$ cat config.mk
export PLATFORM = sky130hd
export DESIGN_NAME = synth_pwr_ctrl
export DESIGN_NICKNAME = d
export VERILOG_FILES = /design/src/rtl/synth_pwr_pkg.sv /design/src/rtl/pwr_cmd_decode.sv /design/src/rtl/pwr_settle_timer.sv /design/src/rtl/pwr_seq_fsm.sv /design/src/rtl/synth_pwr_ctrl.sv
export SDC_FILE = /design/constraint.sdc
export NUM_CORES = 1
export LEC_CHECK = 0
export BUFFER_PORTS_ARGS = -buffer_cell sky130_fd_sc_hd__buf_2
export CORE_AREA = 2 2 39 41
export CTS_BUF_LIST = sky130_fd_sc_hd__clkbuf_4 sky130_fd_sc_hd__clkbuf_8 sky130_fd_sc_hd__clkbuf_16
export DETAILED_ROUTE_END_ITERATION = 8
export DIE_AREA = 0 0 41 43
export PLACE_DENSITY_LB_ADDON = 0.25
export SLEW_MARGIN = 15
export SYNTH_ARGS = -nofsm -noshare
export SYNTH_HDL_FRONTEND = slang
export SYNTH_SLANG_ARGS = --single-unit
$ cat constraint.sdc
create_clock -name clk -period 1.7 [get_ports clk]
set_clock_uncertainty 0.15 [all_clocks]
set_input_delay 0.085 -clock clk [delete_from_list [all_inputs] [get_ports clk]]
set_output_delay 0.085 -clock clk [all_outputs]
set_load 0.05 [all_outputs]
$ cat src/rtl/synth_pwr_pkg.sv
package synth_pwr_pkg;

  typedef enum logic [1:0] {
    CMD_NORMAL = 2'd0,
    CMD_SYNC   = 2'd1,
    CMD_ASYNC  = 2'd2
  } pd_cmd_t;

  typedef enum logic [1:0] {
    ST_DOWN      = 2'd0,
    ST_SETTLE    = 2'd1,
    ST_RUN       = 2'd2,
    ST_SYNC_WAIT = 2'd3
  } pd_state_t;

  // Settling window in clocks: ceil(kHz * ns / 1e6), never below one.
  function automatic int unsigned settle_cycles(input int unsigned clk_khz,
                                                input int unsigned delay_ns);
    longint unsigned prod;
    longint unsigned q;
    prod = longint'(clk_khz) * longint'(delay_ns);
    q    = (prod + 64'd999_999) / 64'd1_000_000;
    if (q < 64'd1) q = 64'd1;
    return int'(q);
  endfunction

  // Chip enable low, or both bits set: immediate. Request bit alone: pulse-gated.
  function automatic pd_cmd_t decode_cmd(input logic ce, input logic pwrdn,
                                         input logic cp_tri);
    if (!ce)             return CMD_ASYNC;
    else if (!pwrdn)     return CMD_NORMAL;
    else if (cp_tri)     return CMD_ASYNC;
    else                 return CMD_SYNC;
  endfunction

endpackage

$ cat src/rtl/pwr_cmd_decode.sv
module pwr_cmd_decode
  import synth_pwr_pkg::*;
(
  input  logic    chip_en,
  input  logic    cfg_pwrdn,
  input  logic    cfg_cp_tri,
  output pd_cmd_t cmd
);

  always_comb cmd = decode_cmd(chip_en, cfg_pwrdn, cfg_cp_tri);

endmodule

$ cat src/rtl/pwr_settle_timer.sv
module pwr_settle_timer #(
  parameter int unsigned SETTLE_CYC = 75
) (
  input  logic clk,
  input  logic rst_n,
  input  logic active,
  output logic expire
);

  localparam int unsigned CW = (SETTLE_CYC < 2) ? 1 : $clog2(SETTLE_CYC + 1);

  generate
    if (SETTLE_CYC <= 1) begin : g_single
      logic unused_clk;
      assign unused_clk = clk ^ rst_n;
      assign expire = active;
    end else begin : g_count
      logic [CW-1:0] cnt;
      assign expire = active && (cnt == CW'(SETTLE_CYC - 1));
      always_ff @(posedge clk or negedge rst_n) begin
        if (!rst_n)                 cnt <= '0;
        else if (!active || expire) cnt <= '0;
        else                        cnt <= cnt + 1'b1;
      end
    end
  endgenerate

endmodule

$ cat src/rtl/pwr_seq_fsm.sv
module pwr_seq_fsm
  import synth_pwr_pkg::*;
(
  input  logic      clk,
  input  logic      rst_n,
  input  pd_cmd_t   cmd,
  input  logic      cp_pulse_done,
  input  logic      settle_expire,
  output pd_state_t state
);

  pd_state_t nxt;
  logic      go_down;

  // Leaving a running state: at once for async, on a pulse for sync.
  assign go_down = (cmd == CMD_ASYNC) || ((cmd == CMD_SYNC) && cp_pulse_done);

  always_comb begin
    nxt = state;
    unique case (state)
      ST_DOWN:   if (cmd == CMD_NORMAL) nxt = ST_SETTLE;
      ST_SETTLE: begin
        if (cmd != CMD_NORMAL)   nxt = ST_DOWN;
        else if (settle_expire)  nxt = ST_RUN;
      end
      ST_RUN, ST_SYNC_WAIT: begin
        if (go_down)                nxt = ST_DOWN;
        else if (cmd == CMD_SYNC)   nxt = ST_SYNC_WAIT;
        else                        nxt = ST_RUN;
      end
      default:   nxt = ST_DOWN;
    endcase
  end

  always_ff @(posedge clk or negedge rst_n) begin
    if (!rst_n) state <= ST_DOWN;
    else        state <= nxt;
  end

endmodule

$ cat src/rtl/synth_pwr_ctrl.sv
module synth_pwr_ctrl
  import synth_pwr_pkg::*;
#(
  parameter int unsigned CLK_KHZ   = 50000,
  parameter int unsigned SETTLE_NS = 1500
) (
  input  logic clk,
  input  logic rst_n,
  input  logic chip_en,
  input  logic cfg_pwrdn,
  input  logic cfg_cp_tri,
  input  logic cp_pulse_done,
  output logic osc_en,
  output logic presc_en,
  output logic pfd_en,
  output logic cp_en,
  output logic div_hold,
  output logic pins_hiz,
  output logic run_ok
);

  localparam int unsigned SETTLE_CYC = settle_cycles(CLK_KHZ, SETTLE_NS);

  pd_cmd_t   cmd;
  pd_state_t state;
  logic      settle_active;
  logic      settle_expire;
  logic      async_now;
  logic      analog_on;
  logic      dividers_live;

  pwr_cmd_decode u_dec (
    .chip_en    (chip_en),
    .cfg_pwrdn  (cfg_pwrdn),
    .cfg_cp_tri (cfg_cp_tri),
    .cmd        (cmd)
  );

  assign settle_active = (state == ST_SETTLE);

  pwr_settle_timer #(.SETTLE_CYC(SETTLE_CYC)) u_tmr (
    .clk    (clk),
    .rst_n  (rst_n),
    .active (settle_active),
    .expire (settle_expire)
  );

  pwr_seq_fsm u_fsm (
    .clk           (clk),
    .rst_n         (rst_n),
    .cmd           (cmd),
    .cp_pulse_done (cp_pulse_done),
    .settle_expire (settle_expire),
    .state         (state)
  );

  // An immediate command overrides the registered state in the same cycle.
  assign async_now     = (cmd == CMD_ASYNC);
  assign analog_on     = (state != ST_DOWN) && !async_now;
  assign dividers_live = ((state == ST_RUN) || (state == ST_SYNC_WAIT)) && !async_now;

  assign osc_en   = analog_on;
  assign presc_en = analog_on;
  assign pfd_en   = analog_on;
  assign cp_en    = analog_on;
  assign pins_hiz = !analog_on;
  assign div_hold = !dividers_live;
  assign run_ok   = dividers_live && (cmd == CMD_NORMAL);

endmodule

==> results of run 1 <==
sequential cells by signal (all words and copies together), names as in the netlist:
register,cells
u_fsm.state,2
u_tmr.g_count.cnt,7
cells in the final DEF (no fill, tap or decap):
master,n
sky130_fd_sc_hd__buf_2,12
sky130_fd_sc_hd__dfrtp_1,9
sky130_fd_sc_hd__nor2_1,7
sky130_fd_sc_hd__nand2_1,5
sky130_fd_sc_hd__dlygate4sd3_1,5
sky130_fd_sc_hd__nand3_1,4
sky130_fd_sc_hd__or3_1,4
sky130_fd_sc_hd__clkbuf_4,4
sky130_fd_sc_hd__buf_4,4
sky130_fd_sc_hd__o21ai_0,3
sky130_fd_sc_hd__inv_1,3
sky130_fd_sc_hd__a21oi_1,2
sky130_fd_sc_hd__xor2_1,2
sky130_fd_sc_hd__ha_1,2
sky130_fd_sc_hd__or4b_4,1
sky130_fd_sc_hd__nor2b_1,1
sky130_fd_sc_hd__o21ai_1,1
sky130_fd_sc_hd__xnor2_1,1
sky130_fd_sc_hd__nand2b_2,1
sky130_fd_sc_hd__nand2b_1,1
sky130_fd_sc_hd__nand3b_1,1
sky130_fd_sc_hd__o32ai_1,1
worst min-delay path by stage:
stage	start	to	cells after the start
3_3_place_gp	rst_n	u_tmr.g_count.cnt[1]	1
4_1_cts	rst_n	u_tmr.g_count.cnt[1]	2
5_1_grt	rst_n	u_fsm.state[1]	2
6_report	rst_n	u_tmr.g_count.cnt[1]	2
3_5_place_dp	rst_n	u_tmr.g_count.cnt[1]	1
2_1_floorplan	rst_n	u_fsm.state[0]	0
per-stage QoR:
step                      setup WS, ns  std cells
after floorplan               0.001294         52
after global placement          0.1103         80
after detailed placement       0.08396         80
after CTS                      0.06411         89
after global routing          0.008461         90
final                          0.07291         90
critical path: cells and delay by family (launching register included):
family / cells / cell delay, ns
DFF: 1 / 0.41
and+or+nand+nor: 3 / 1.01
power by group through the flow:
stage               Sequential (mW)  Clock, mW  Combinational (mW)
finish                        0.221      0.183              0.0549
global route                  0.221      0.197              0.0609
CTS                           0.221      0.189              0.0552
detailed placement            0.225          0              0.0464
global placement              0.225          0              0.0462
floorplan                     0.224          0              0.0310
final cells by class:
class	instances	area, um2	area share (%)
flip-flops and latches	9	225.2	34.68
multi-input cells	37	222.7	34.30
repair buffers	21	140.1	21.58
clock buffers	4	30.03	4.624
well taps	16	20.02	3.083
inverters	3	11.26	1.734
what timing repair did:
action / CTS / global route
hold buffers: 5 / 0
hold endpoints to repair: 11 / 0
setup endpoints to repair: 0 / 1
buffers inserted: 0 / 1
per-layer routing:
layer  wire (um)  GRT usage (%)
met1         397          17.97
met2         487          21.25
met3          35          1.571
met4          18          10.00
met5           0              0
kinds of logic (layout without fill, tap and decap cells):
kind of cell | count (synthesis) | count (layout) | share of synthesized area (%)
and+or+nand+nor | 25 | 25 | 27.16
DFF | 9 | 9 | 47.00
AOI/OAI and AO/OA | 7 | 7 | 8.092
buffers and inverters | 6 | 28 | 7.049
adders and majority gates | 2 | 2 | 5.221
xor gates and xnor gates | 3 | 3 | 5.484
==> tab_implementation.tex, run 1 <==
\begin{tabular}{lr}
\hline
Metric & Value \\
\hline
\multicolumn{2}{l}{\textbf{Drt}} \\
\quad Vias after detailed routing & around 420 \\
\quad Residual DRC count & 0 \\
\quad Average wire per cell in the routed design & $\sim$10 um \\
\quad Final WL & 939 um \\
\quad Number of nets still failing antenna checks after routing & 0 \\
\quad Vias/cell & 4.644 \\
\quad Number of iterations in the first detailed-routing pass & 4 \\
\quad Number of design-rule violations left by the first detailed-router iteration & 10 \\
\multicolumn{2}{l}{\textbf{Synthesis}} \\
\quad Most used standard cells in the synthesized netlist & 9 x sky130\_fd\_sc\_hd\_\_dfrtp\_1, 7 x sky130\_fd\_sc\_hd\_\_nor2\_1, 5 x sky130\_fd\_sc\_hd\_\_nand2\_1, 4 x sky130\_fd\_sc\_hd\_\_nand3\_1, 4 x sky130\_fd\_sc\_hd\_\_or3\_1 \\
\quad Proportion of synthesized chip area in sequential cells & between 40\% and 50\% \\
\quad Most used flip-flop cell after synthesis & sky130\_fd\_sc\_hd\_\_dfrtp\_1 \\
\quad Register bit total from synthesis & 9 \\
\quad Leading area contributor after synthesis & sky130\_fd\_sc\_hd\_\_dfrtp\_1 \\
\quad Number of flops mapped to enable cells by yosys & 0 \\
\quad Number of synthesis warnings & 0 \\
\quad Area share of the largest cell type after synthesis & approximately 47\% \\
\quad Cell with the most instances after synthesis & sky130\_fd\_sc\_hd\_\_dfrtp\_1 \\
\quad Syn nets & 60 \\
\quad Post-Syn Area per Cell & 9.216 um2 \\
\quad Top post-synthesis cells by area & sky130\_fd\_sc\_hd\_\_dfrtp\_1 47\%, sky130\_fd\_sc\_hd\_\_nor2\_1 5.5\%, sky130\_fd\_sc\_hd\_\_ha\_1 5.2\% \\
\quad Gate count of the mapped netlist & between 50 and 60 \\
\quad Fraction of registers with async set or reset after synthesis & 100.0\% \\
\quad Netlist area before placement & between 400 and 500 um2 \\
\quad Count of different cell masters after synthesis & 18 \\
\multicolumn{2}{l}{\textbf{Power}} \\
\quad Internal power of the cells & between 0.3 and 0.4 mW \\
\quad Net switching power & roughly 0.11 mW \\
\quad Share of power burned in registers & between 40\% and 50\% \\
\quad Switching share of power & about a quarter \\
\quad Logic gate share of total power & around an eighth \\
\quad Power density cells & between 700 and 800 nW/um2 \\
\quad Worst voltage drop across the vdd grid & 408.0 uV \\
\quad Leakage & between 0.3 and 0.4 nW \\
\quad Tot Pwr & 0.4592 mW \\
\quad Proportion of power drawn by the clock network & 40.0\% \\
\multicolumn{2}{l}{\textbf{STA}} \\
\quad Upper clock frequency limit & 0.6146 GHz \\
\quad Number of failing setup endpoints in the final timing report & 0 \\
\quad Number of max-slew violations in the final report & 0 \\
\quad Sum of negative setup slack & 0 ns \\
\quad Total count of hold-check failures in the final report & 0 \\
\quad Final period util & a little over nine tenths \\
\quad Worst-case hold slack & $\sim$0.046 ns \\
\quad Relative slew slack & between 80\% and 90\% \\
\quad RSZ-0062 raised after global routing & no \\
\quad Transition time at the pin with the least slew margin & $\sim$0.25 ns \\
\quad Min Clock Period, post-route & 1.627 ns \\
\multicolumn{2}{l}{\textbf{Die}} \\
\quad Floorplan die area & between 1500 and 2000 um2 \\
\quad Core Rows & 14 \\
\quad Count of pins on the block boundary & 13 \\
\quad Vertical extent of the die & $\sim$43 um \\
\quad Die width & a little over 40 um \\
\quad Core box area & about 1400 um2 \\
\quad Starting Density & around 35\% \\
\multicolumn{2}{l}{\textbf{GRT}} \\
\quad Antenna violations before repair & 0 \\
\quad Total routing resource utilization after global routing & 14.18\% \\
\quad First-pass GRT wire length & around 1.7 mm \\
\quad Maximum number of pins on one net before global-route repair & 10 \\
\quad Residual overflow from global routing & 0 \\
\quad Number of global-route vias before repair & around 420 \\
\multicolumn{2}{l}{\textbf{Critical path}} \\
\quad Worst path cell trace & or4b\_4, or3\_1, nand3b\_1 \\
\quad Type of element capturing the critical path & flip-flop \\
\quad Launch point of the critical path & u\_tmr.g\_count.cnt[2] \\
\quad Biggest fanout along the worst timing path & 4 \\
\quad Startpoint type of the worst setup path & flip-flop \\
\quad Register-to-register path setup slack & roughly 0.073 ns \\
\quad Critical path required time & 1.75 ns \\
\quad Library cell contributing the largest single delay on the critical path & sky130\_fd\_sc\_hd\_\_or4b\_4 \\
\quad CP max stage delay & 0.54 ns \\
\quad Worst Setup Path Type & flip-flop to flip-flop \\
\quad End point of the critical path & u\_fsm.state[1] \\
\quad Number of cell instances on the worst register-to-register path & 3 \\
\quad Worst reg2reg path endpoint & u\_fsm.state[1] \\
\quad Worst r2r src & u\_tmr.g\_count.cnt[2] \\
\quad Arrival @ worst endpoint & $\sim$1.7 ns \\
\multicolumn{2}{l}{\textbf{Finish}} \\
\quad Layout Utilization & a little under half \\
\quad Filler cell count & approximately 120 \\
\quad Layout overhead on the synthesized area & 35.51\% \\
\quad Final Instance Area & about 650 um2 \\
\quad Share of final-layout standard cells stronger than drive strength 1 & just under 30\% \\
\quad Total inserted antenna cells & 0 \\
\quad Number of nets at the end of the flow & 83 \\
\multicolumn{2}{l}{\textbf{Clock network}} \\
\quad TritonCTS clock tree & built \\
\quad H-Tree Depth & 1 \\
\quad CTS clk-pin slew, worst paths & 0.06 ns \\
\quad Sink count of the clock tree & 9 \\
\quad Clock root buffer & sky130\_fd\_sc\_hd\_\_clkbuf\_4 \\
\quad Clock latency on the worst-skew pair & approximately 0.26 ns \\
\quad Bufs on Longest Clock Path & 2 \\
\quad Cells resized by post-CTS repair & 0 \\
\quad Number of clock buffers inserted by TritonCTS & 3 \\
\multicolumn{2}{l}{\textbf{Placed design}} \\
\quad Count of input and output buffers & 12 \\
\quad Placed cell areas & between 500 and 600 um2 \\
\quad Placed wire-length estimate & between 700 and 800 um \\
\quad Gp weighted congestion & 0.7142 \\
\multicolumn{2}{l}{\textbf{Outcome}} \\
\quad Result of the run & complete, no violations \\
\multicolumn{2}{l}{\textbf{Min path}} \\
\quad Type of the most critical hold path & input pin to async pin \\
\multicolumn{2}{l}{\textbf{Job}} \\
\quad \# Max-Cap Violations & 0 \\
\hline
\end{tabular}
(Power assumes the default switching activity.)
==> run 2: changes to the inputs <==
--- a/config.mk
+++ b/config.mk
@@ -14,4 +14,5 @@
 export SLEW_MARGIN = 15
 export SYNTH_ARGS = -nofsm -noshare
 export SYNTH_HDL_FRONTEND = slang
+export SYNTH_HIERARCHICAL = 1
 export SYNTH_SLANG_ARGS = --single-unit
==> run 2 against run 1 <==
Worst setup slack improved by 0.14 ns. Global-route usage is 2.0 points lower. Die area unchanged. Clock power hardly changed. Largest cell class is now multi-input gates.
==> tab_implementation.tex, run 2 <==
\begin{tabular}{lr}
\hline
Metric & Value \\
\hline
\multicolumn{2}{l}{\textbf{Power}} \\
\quad Leakage & between 0.2 and 0.3 nW \\
\quad Logic gate share of total power & $\sim$16\% \\
\quad Worst voltage drop across the vdd grid & around 260 uV \\
\quad Tot Pwr & between 0.4 and 0.5 mW \\
\quad Proportion of power drawn by the clock network & about 38\% \\
\quad Power density cells & 766.0 nW/um2 \\
\quad Net switching power & approximately 0.13 mW \\
\quad Switching share of power & between 20\% and 30\% \\
\quad Share of power burned in registers & 46.6\% \\
\quad Internal power of the cells & roughly 0.35 mW \\
\multicolumn{2}{l}{\textbf{Finish}} \\
\quad Most frequent cells in the layout & 12 x sky130\_fd\_sc\_hd\_\_buf\_2, 9 x sky130\_fd\_sc\_hd\_\_dfrtp\_1, 5 x sky130\_fd\_sc\_hd\_\_nor2\_1 \\
\quad Leading cell type in the layout, fill and taps excluded & sky130\_fd\_sc\_hd\_\_buf\_2 \\
\quad Max FFs per register & 7 \\
\quad Largest registers & u\_tmr/g\_count.cnt: 7 flops, u\_fsm/state: 2 flops \\
\quad Layout overhead on the synthesized area & 20.62\% \\
\quad Share of final-layout standard cells stronger than drive strength 1 & about 29\% \\
\quad Register containing the most flip-flops in the final layout & u\_tmr/g\_count.cnt \\
\quad Number of nets at the end of the flow & 78 \\
\quad Total inserted antenna cells & 0 \\
\multicolumn{2}{l}{\textbf{Critical path}} \\
\quad Worst Setup Path Type & flip-flop to flip-flop \\
\quad Type of element capturing the critical path & flip-flop \\
\quad Number of cell instances on the worst register-to-register path & 6 \\
\quad CP max stage delay & $\sim$0.4 ns \\
\quad Levels on crit path & 6 \\
\quad Library cell contributing the largest single delay on the critical path & sky130\_fd\_sc\_hd\_\_dfrtp\_1 \\
\quad Category of cells accounting for the largest share of critical-path delay & flip-flops \\
\quad Biggest fanout along the worst timing path & 4 \\
\quad Arrival @ worst endpoint & $\sim$1.5 ns \\
\quad Critical path required time & $\sim$1.7 ns \\
\quad Startpoint type of the worst setup path & flip-flop \\
\quad Worst path cell trace & inv\_1, ha\_1, nand4bb\_1, nor3\_1, a21oi\_1, a211oi\_1 \\
\quad Worst Path Buf+Inv & 1 \\
\multicolumn{2}{l}{\textbf{Drt}} \\
\quad Final WL & around 880 um \\
\quad Number of design-rule violations left by the first detailed-router iteration & 4 \\
\quad Number of nets still failing antenna checks after routing & 0 \\
\quad Residual DRC count & 0 \\
\quad Number of iterations in the first detailed-routing pass & 2 \\
\quad Vias/cell & 4.882 \\
\quad Vias after detailed routing & 415 \\
\quad Average wire per cell in the routed design & around 10 um \\
\multicolumn{2}{l}{\textbf{Clock network}} \\
\quad H-Tree Depth & 1 \\
\quad Clock latency on the worst-skew pair & about 0.26 ns \\
\quad Post-CTS setup buffers & 0 \\
\quad Bufs on Longest Clock Path & 2 \\
\quad Clock root buffer & sky130\_fd\_sc\_hd\_\_clkbuf\_4 \\
\quad TritonCTS clock tree & built \\
\quad Sink count of the clock tree & 9 \\
\quad Number of clock buffers inserted by TritonCTS & 3 \\
\quad CTS clk-pin slew, worst paths & 0.07 ns \\
\multicolumn{2}{l}{\textbf{Synthesis}} \\
\quad Netlist area before placement & 521.8 um2 \\
\quad Leading area contributor after synthesis & sky130\_fd\_sc\_hd\_\_dfrtp\_1 \\
\quad Cell with the most instances after synthesis & sky130\_fd\_sc\_hd\_\_dfrtp\_1 \\
\quad Top post-synthesis cells by area & sky130\_fd\_sc\_hd\_\_dfrtp\_1 43\%, sky130\_fd\_sc\_hd\_\_ha\_1 4.8\%, sky130\_fd\_sc\_hd\_\_buf\_4 4.3\% \\
\quad Count of different cell masters after synthesis & 25 \\
\quad Area share of the largest cell type after synthesis & a little over two fifths \\
\quad Syn nets & a little over 60 \\
\quad Proportion of synthesized chip area in sequential cells & between 40\% and 50\% \\
\quad Post-Syn Area per Cell & approximately 9.7 um2 \\
\quad Register bit total from synthesis & 9 \\
\quad Number of synthesis warnings & 6 \\
\quad Most used flip-flop cell after synthesis & sky130\_fd\_sc\_hd\_\_dfrtp\_1 \\
\quad Most used standard cells in the synthesized netlist & 9 x sky130\_fd\_sc\_hd\_\_dfrtp\_1, 5 x sky130\_fd\_sc\_hd\_\_nor2\_1, 4 x sky130\_fd\_sc\_hd\_\_a21oi\_1, 4 x sky130\_fd\_sc\_hd\_\_nand2\_1 \\
\quad Fraction of registers with async set or reset after synthesis & 100.0\% \\
\quad Number of flops mapped to enable cells by yosys & 0 \\
\quad Gate count of the mapped netlist & 54 \\
\multicolumn{2}{l}{\textbf{STA}} \\
\quad Transition time at the pin with the least slew margin & 0.3437 ns \\
\quad Upper clock frequency limit & approximately 0.67 GHz \\
\quad Relative slew slack & between 70\% and 80\% \\
\quad RSZ-0062 raised after global routing & no \\
\quad Number of max-slew violations in the final report & 0 \\
\quad Min Clock Period, post-route & approximately 1.5 ns \\
\quad Worst-case hold slack & about 0.043 ns \\
\quad Final period util & between 80\% and 90\% \\
\quad Sum of negative setup slack & 0 ns \\
\quad Number of failing setup endpoints in the final timing report & 0 \\
\quad Total count of hold-check failures in the final report & 0 \\
\quad Post-route worst setup slack & between 0.2 and 0.25 ns \\
\multicolumn{2}{l}{\textbf{GRT}} \\
\quad Total routing resource utilization after global routing & 12.16\% \\
\quad Maximum number of pins on one net before global-route repair & 10 \\
\quad Residual overflow from global routing & 0 \\
\quad Antenna violations before repair & 0 \\
\quad First-pass GRT wire length & 1.373 mm \\
\quad Number of global-route vias before repair & roughly 360 \\
\multicolumn{2}{l}{\textbf{Outcome}} \\
\quad Result of the run & complete, no violations \\
\multicolumn{2}{l}{\textbf{Die}} \\
\quad Core box area & between 1000 and 1500 um2 \\
\quad Starting Density & between 30\% and 40\% \\
\quad Vertical extent of the die & roughly 43 um \\
\quad Floorplan die area & between 1500 and 2000 um2 \\
\quad Core Rows & 14 \\
\quad Count of pins on the block boundary & 13 \\
\quad Die width & a little over 40 um \\
\multicolumn{2}{l}{\textbf{Placed design}} \\
\quad Setup WS pre-CTS & between 0.15 and 0.2 ns \\
\quad Count of input and output buffers & 12 \\
\quad Placed wire-length estimate & around 670 um \\
\quad Gp weighted congestion & $\sim$0.60 \\
\multicolumn{2}{l}{\textbf{Job}} \\
\quad \# Max-Cap Violations & 0 \\
\multicolumn{2}{l}{\textbf{Min path}} \\
\quad Type of the most critical hold path & input pin to async pin \\
\hline
\end{tabular}
## run 2: cell count changes after synthesis, sizes merged, moves of 2 or more
cell and change:
or3 -2, nor2 -2, nand3 -2, a21oi +3
## run 2: path summary, 6_finish.rpt
| kind | from | endpoint | slack, ns |
|---|---|---|---|
| setup / recovery | u_tmr/g_count.cnt[0] | u_fsm/state[1] | 0.21 |
| hold / removal | rst_n | u_tmr/g_count.cnt[4] | 0.04 |
| setup reg to reg | u_tmr/g_count.cnt[0] | u_fsm/state[1] | 0.21 |
| hold reg to reg | u_tmr/g_count.cnt[0] | u_tmr/g_count.cnt[0] | 0.34 |
| max in group asynchronous | rst_n | u_tmr/g_count.cnt[2] | 1.17 |
| min in group clk | cfg_cp_tri | u_fsm/state[0] | 0.07 |
## run 2: kinds of logic (layout without fill, tap and decap cells)
| group | count (synthesis) | in the layout | share of synthesized area, % |
|---|---|---|---|
| AND/OR/NAND/NOR | 22 | 22 | 25.66 |
| AO/OA/AOI/OAI | 12 | 12 | 14.87 |
| flip-flops | 9 | 9 | 43.17 |
| buffers and inverters | 6 | 21 | 6.474 |
| XOR/XNOR | 3 | 3 | 5.037 |
| adder cells (fa/ha/maj) | 2 | 2 | 4.795 |
## run 2: timing repair
action | 4_1_cts | 5_1_grt
gates resized for setup | 0 | 0
hold buffers | 2 | 0
endpoints found under the hold margin | 10 | 0
## run 2: worst reg2reg max path: cells and delay by family (launching register included)
family,cells,cell delay [ns]
DFF,1,0.40
buffers and inverters,1,0.07
adders and majority gates,1,0.14
AOI/OAI and AO/OA,2,0.33
and+or+nand+nor,2,0.32
## run 2: per-stage QoR
| step | cells | cell area (um2) | util (%) |
|---|---|---|---|
| after global routing | 85 | 629.4 | 45.48 |
| after floorplan | 54 | 521.8 | - |
| after global placement | 79 | 579.3 | 41.86 |
| final | 85 | 629.4 | 45.48 |
| after detailed placement | 79 | 579.3 | 41.86 |
| after CTS | 85 | 629.4 | 45.48 |
## run 2: area by class of cell
type                       instances  area (um2)
clock buffer                       4       30.03
fill                             153       754.5
inverter                           3       11.26
multi-input combinational         39       262.8
sequential                         9       225.2
tap                               16       20.02
timing repair buffer              14       80.08
## run 2: power by group through the flow
stage	Sequential (mW)	Combinational (mW)	Clock [mW]
detailed placement	0.229	0.0728	0
global placement	0.229	0.0725	0
CTS	0.225	0.0764	0.187
global route	0.226	0.0825	0.200
finish	0.225	0.0755	0.182
floorplan	0.228	0.0583	0
## run 2: metal layers
layer	track usage (%)	routed length (um)	up-vias
met2	18.13	448	6
met3	3.141	18	4
met1	12.58	375	196
met5	0	0	-
met4	12.00	36	0
li1	-	-	209
==> run 3: changes to the inputs <==
--- a/config.mk
+++ b/config.mk
@@ -6,11 +6,12 @@
 export NUM_CORES = 1
 export LEC_CHECK = 0
 export BUFFER_PORTS_ARGS = -buffer_cell sky130_fd_sc_hd__buf_2
-export CORE_AREA = 2 2 39 41
+export CORE_MARGIN = 2
+export CORE_UTILIZATION = 40
 export CTS_BUF_LIST = sky130_fd_sc_hd__clkbuf_4 sky130_fd_sc_hd__clkbuf_8 sky130_fd_sc_hd__clkbuf_16
 export DETAILED_ROUTE_END_ITERATION = 8
-export DIE_AREA = 0 0 41 43
 export PLACE_DENSITY_LB_ADDON = 0.25
+export SETUP_SLACK_MARGIN = 0.1
 export SLEW_MARGIN = 15
 export SYNTH_ARGS = -nofsm -noshare
 export SYNTH_HDL_FRONTEND = slang
==> run 3 against run 2 <==
Worst setup slack gained 0.0043 ns. Sequential share of layout area shrank 0.21 points. Largest cell class unchanged. Largest power group unchanged. Critical path depth is 1 lower. Via count fell by 0.96%.
==> tab_implementation.tex, run 3 (synthesis results as in run 2) <==
\begin{tabular}{lr}
\hline
Metric & Value \\
\hline
\multicolumn{2}{l}{\textbf{Clock network}} \\
\quad Clock latency on the worst-skew pair & between 0.2 and 0.3 ns \\
\quad Bufs on Longest Clock Path & 2 \\
\quad Post-CTS setup buffers & 0 \\
\quad H-Tree Depth & 1 \\
\quad Sink count of the clock tree & 9 \\
\quad CTS clk-pin slew, worst paths & 0.06 ns \\
\quad TritonCTS clock tree & built \\
\quad Number of clock buffers inserted by TritonCTS & 3 \\
\quad Clock root buffer & sky130\_fd\_sc\_hd\_\_clkbuf\_4 \\
\multicolumn{2}{l}{\textbf{Critical path}} \\
\quad Number of cell instances on the worst register-to-register path & 5 \\
\quad End point of the critical path & u\_tmr/g\_count.cnt[3] \\
\quad Arrival @ worst endpoint & about 1.5 ns \\
\quad Worst reg2reg path endpoint & u\_tmr/g\_count.cnt[3] \\
\quad Type of element capturing the critical path & flip-flop \\
\quad Worst Setup Path Type & flip-flop to flip-flop \\
\quad Biggest fanout along the worst timing path & 7 \\
\quad Launch point of the critical path & u\_tmr/g\_count.cnt[0] \\
\quad Startpoint type of the worst setup path & flip-flop \\
\quad Worst r2r src & u\_tmr/g\_count.cnt[0] \\
\quad Critical path required time & around 1.7 ns \\
\quad Register-to-register path setup slack & roughly 0.22 ns \\
\multicolumn{2}{l}{\textbf{Die}} \\
\quad Count of pins on the block boundary & 13 \\
\quad Starting Density & 41.66\% \\
\quad Vertical extent of the die & 40.12 um \\
\quad Core Rows & 13 \\
\quad Core box area & approximately 1300 um2 \\
\quad Die width & approximately 40 um \\
\quad Floorplan die area & 1609 um2 \\
\multicolumn{2}{l}{\textbf{STA}} \\
\quad Post-route worst setup slack & 0.2175 ns \\
\quad Number of failing setup endpoints in the final timing report & 0 \\
\quad Final period util & 87.20\% \\
\quad Sum of negative setup slack & 0 ns \\
\quad RSZ-0062 raised after global routing & no \\
\quad Min Clock Period, post-route & roughly 1.5 ns \\
\quad Upper clock frequency limit & 0.6746 GHz \\
\quad Transition time at the pin with the least slew margin & 0.3562 ns \\
\quad Total count of hold-check failures in the final report & 0 \\
\quad Number of max-slew violations in the final report & 0 \\
\quad Relative slew slack & roughly three quarters \\
\multicolumn{2}{l}{\textbf{Drt}} \\
\quad Residual DRC count & 0 \\
\quad Final WL & 887 um \\
\quad Number of nets still failing antenna checks after routing & 0 \\
\quad Vias after detailed routing & 411 \\
\quad Vias/cell & around 4.9 \\
\quad Average wire per cell in the routed design & 10.56 um \\
\quad Number of design-rule violations left by the first detailed-router iteration & 9 \\
\quad Number of iterations in the first detailed-routing pass & 4 \\
\multicolumn{2}{l}{\textbf{Finish}} \\
\quad Total inserted antenna cells & 0 \\
\quad Filler cell count & between 100 and 150 \\
\quad Leading cell type in the layout, fill and taps excluded & sky130\_fd\_sc\_hd\_\_buf\_2 \\
\quad Layout overhead on the synthesized area & 21.34\% \\
\quad Max FFs per register & 7 \\
\quad Most frequent cells in the layout & 12 x sky130\_fd\_sc\_hd\_\_buf\_2, 9 x sky130\_fd\_sc\_hd\_\_dfrtp\_1, 5 x sky130\_fd\_sc\_hd\_\_nor2\_1 \\
\quad Number of nets at the end of the flow & slightly below 80 \\
\quad Register containing the most flip-flops in the final layout & u\_tmr/g\_count.cnt \\
\quad Largest registers & u\_tmr/g\_count.cnt: 7 flops, u\_fsm/state: 2 flops \\
\quad Share of final-layout standard cells stronger than drive strength 1 & 30.43\% \\
\multicolumn{2}{l}{\textbf{Placed design}} \\
\quad Count of input and output buffers & 12 \\
\quad Placed wire-length estimate & around 660 um \\
\quad Gp weighted congestion & 0.6080 \\
\quad Setup WS pre-CTS & between 0.2 and 0.25 ns \\
\multicolumn{2}{l}{\textbf{Power}} \\
\quad Worst voltage drop across the vdd grid & between 300 and 400 uV \\
\quad Net switching power & 0.1265 mW \\
\quad Switching share of power & between 20\% and 30\% \\
\quad Power density cells & roughly 750 nW/um2 \\
\quad Share of power burned in registers & $\sim$47\% \\
\quad Logic gate share of total power & approximately 16\% \\
\quad Internal power of the cells & 0.3507 mW \\
\quad Proportion of power drawn by the clock network & about 37\% \\
\quad Tot Pwr & around 0.48 mW \\
\quad Leakage & 0.2941 nW \\
\multicolumn{2}{l}{\textbf{Min path}} \\
\quad Type of the most critical hold path & input pin to async pin \\
\multicolumn{2}{l}{\textbf{Outcome}} \\
\quad Result of the run & complete, no violations \\
\multicolumn{2}{l}{\textbf{GRT}} \\
\quad Number of global-route vias before repair & $\sim$350 \\
\quad Maximum number of pins on one net before global-route repair & 10 \\
\quad Residual overflow from global routing & 0 \\
\quad Total routing resource utilization after global routing & $\sim$16\% \\
\quad Antenna violations before repair & 0 \\
\quad First-pass GRT wire length & between 1.5 and 2 mm \\
\multicolumn{2}{l}{\textbf{Job}} \\
\quad \# Max-Cap Violations & 0 \\
\hline
\end{tabular}
==> run 3: how the worst min path moves through the flow <==
| stage | from | endpoint | cells past startpoint | slack [ns] |
|---|---|---|---|---|
| 2_1_floorplan | rst_n | u_fsm/state[0] | 0 | -0.36 |
| 3_3_place_gp | rst_n | u_tmr/g_count.cnt[6] | 1 | -0.20 |
| 3_5_place_dp | rst_n | u_tmr/g_count.cnt[6] | 1 | -0.20 |
| 4_1_cts | rst_n | u_tmr/g_count.cnt[5] | 2 | 0.05 |
| 5_1_grt | rst_n | u_tmr/g_count.cnt[5] | 2 | 0.06 |
| 6_report | rst_n | u_tmr/g_count.cnt[4] | 2 | 0.06 |
==> run 3: area by class of cell <==
type	instances	area, um2	area share [%]
clock buffer	4	30.03	4.743
inverter	3	11.26	1.779
multi-input combinational	39	267.8	42.29
sequential	9	225.2	35.57
tap	15	18.77	2.964
timing repair buffer	14	80.08	12.65
==> run 3: what timing repair did <==
action	4_1_cts	5_1_grt
hold buffers	2	0
endpoints found under the hold margin	10	0
endpoints found under the setup margin	0	1
gates resized for setup	0	1
==> run 3: stage by stage <==
stage,util (%),hold WS (ns),std cells,area (um2)
floorplan,-,-0.3606,54,521.8
global placement,46.15,-0.2029,78,578.1
detailed placement,46.15,-0.2020,78,578.1
CTS,50.15,0.05461,84,628.1
global route,50.55,0.06427,84,633.1
finish,50.55,0.05848,84,633.1
==> run 3: per-layer routing <==
metal | vias up | routed length (um) | share of wire, % | track usage, %
met5 | - | 0 | 0 | 0
met4 | 0 | 26 | 2.9 | 15.52
met3 | 2 | 16 | 1.8 | 6.667
met2 | 5 | 427 | 48 | 20.56
met1 | 191 | 418 | 47 | 18.09
li1 | 213 | - | - | -
==> run 3: critical path, cell delays in order (launching register included) <==
cell and delay, ns:
sky130_fd_sc_hd__dfrtp_1 0.41, sky130_fd_sc_hd__inv_1 0.07, sky130_fd_sc_hd__ha_1 0.13, sky130_fd_sc_hd__nand4bb_1 0.16, sky130_fd_sc_hd__o21ai_2 0.34, sky130_fd_sc_hd__nor2_1 0.10
==> run 3: power groups by stage <==
stage          Sequential, mW  Clock, mW  Combinational (mW)
2_1_floorplan           0.228          0              0.0583
5_1_grt                 0.227      0.204              0.0817
4_1_cts                 0.225      0.186              0.0767
3_3_place_gp            0.229          0              0.0722
6_report                0.225      0.176              0.0762
3_5_place_dp            0.229          0              0.0730
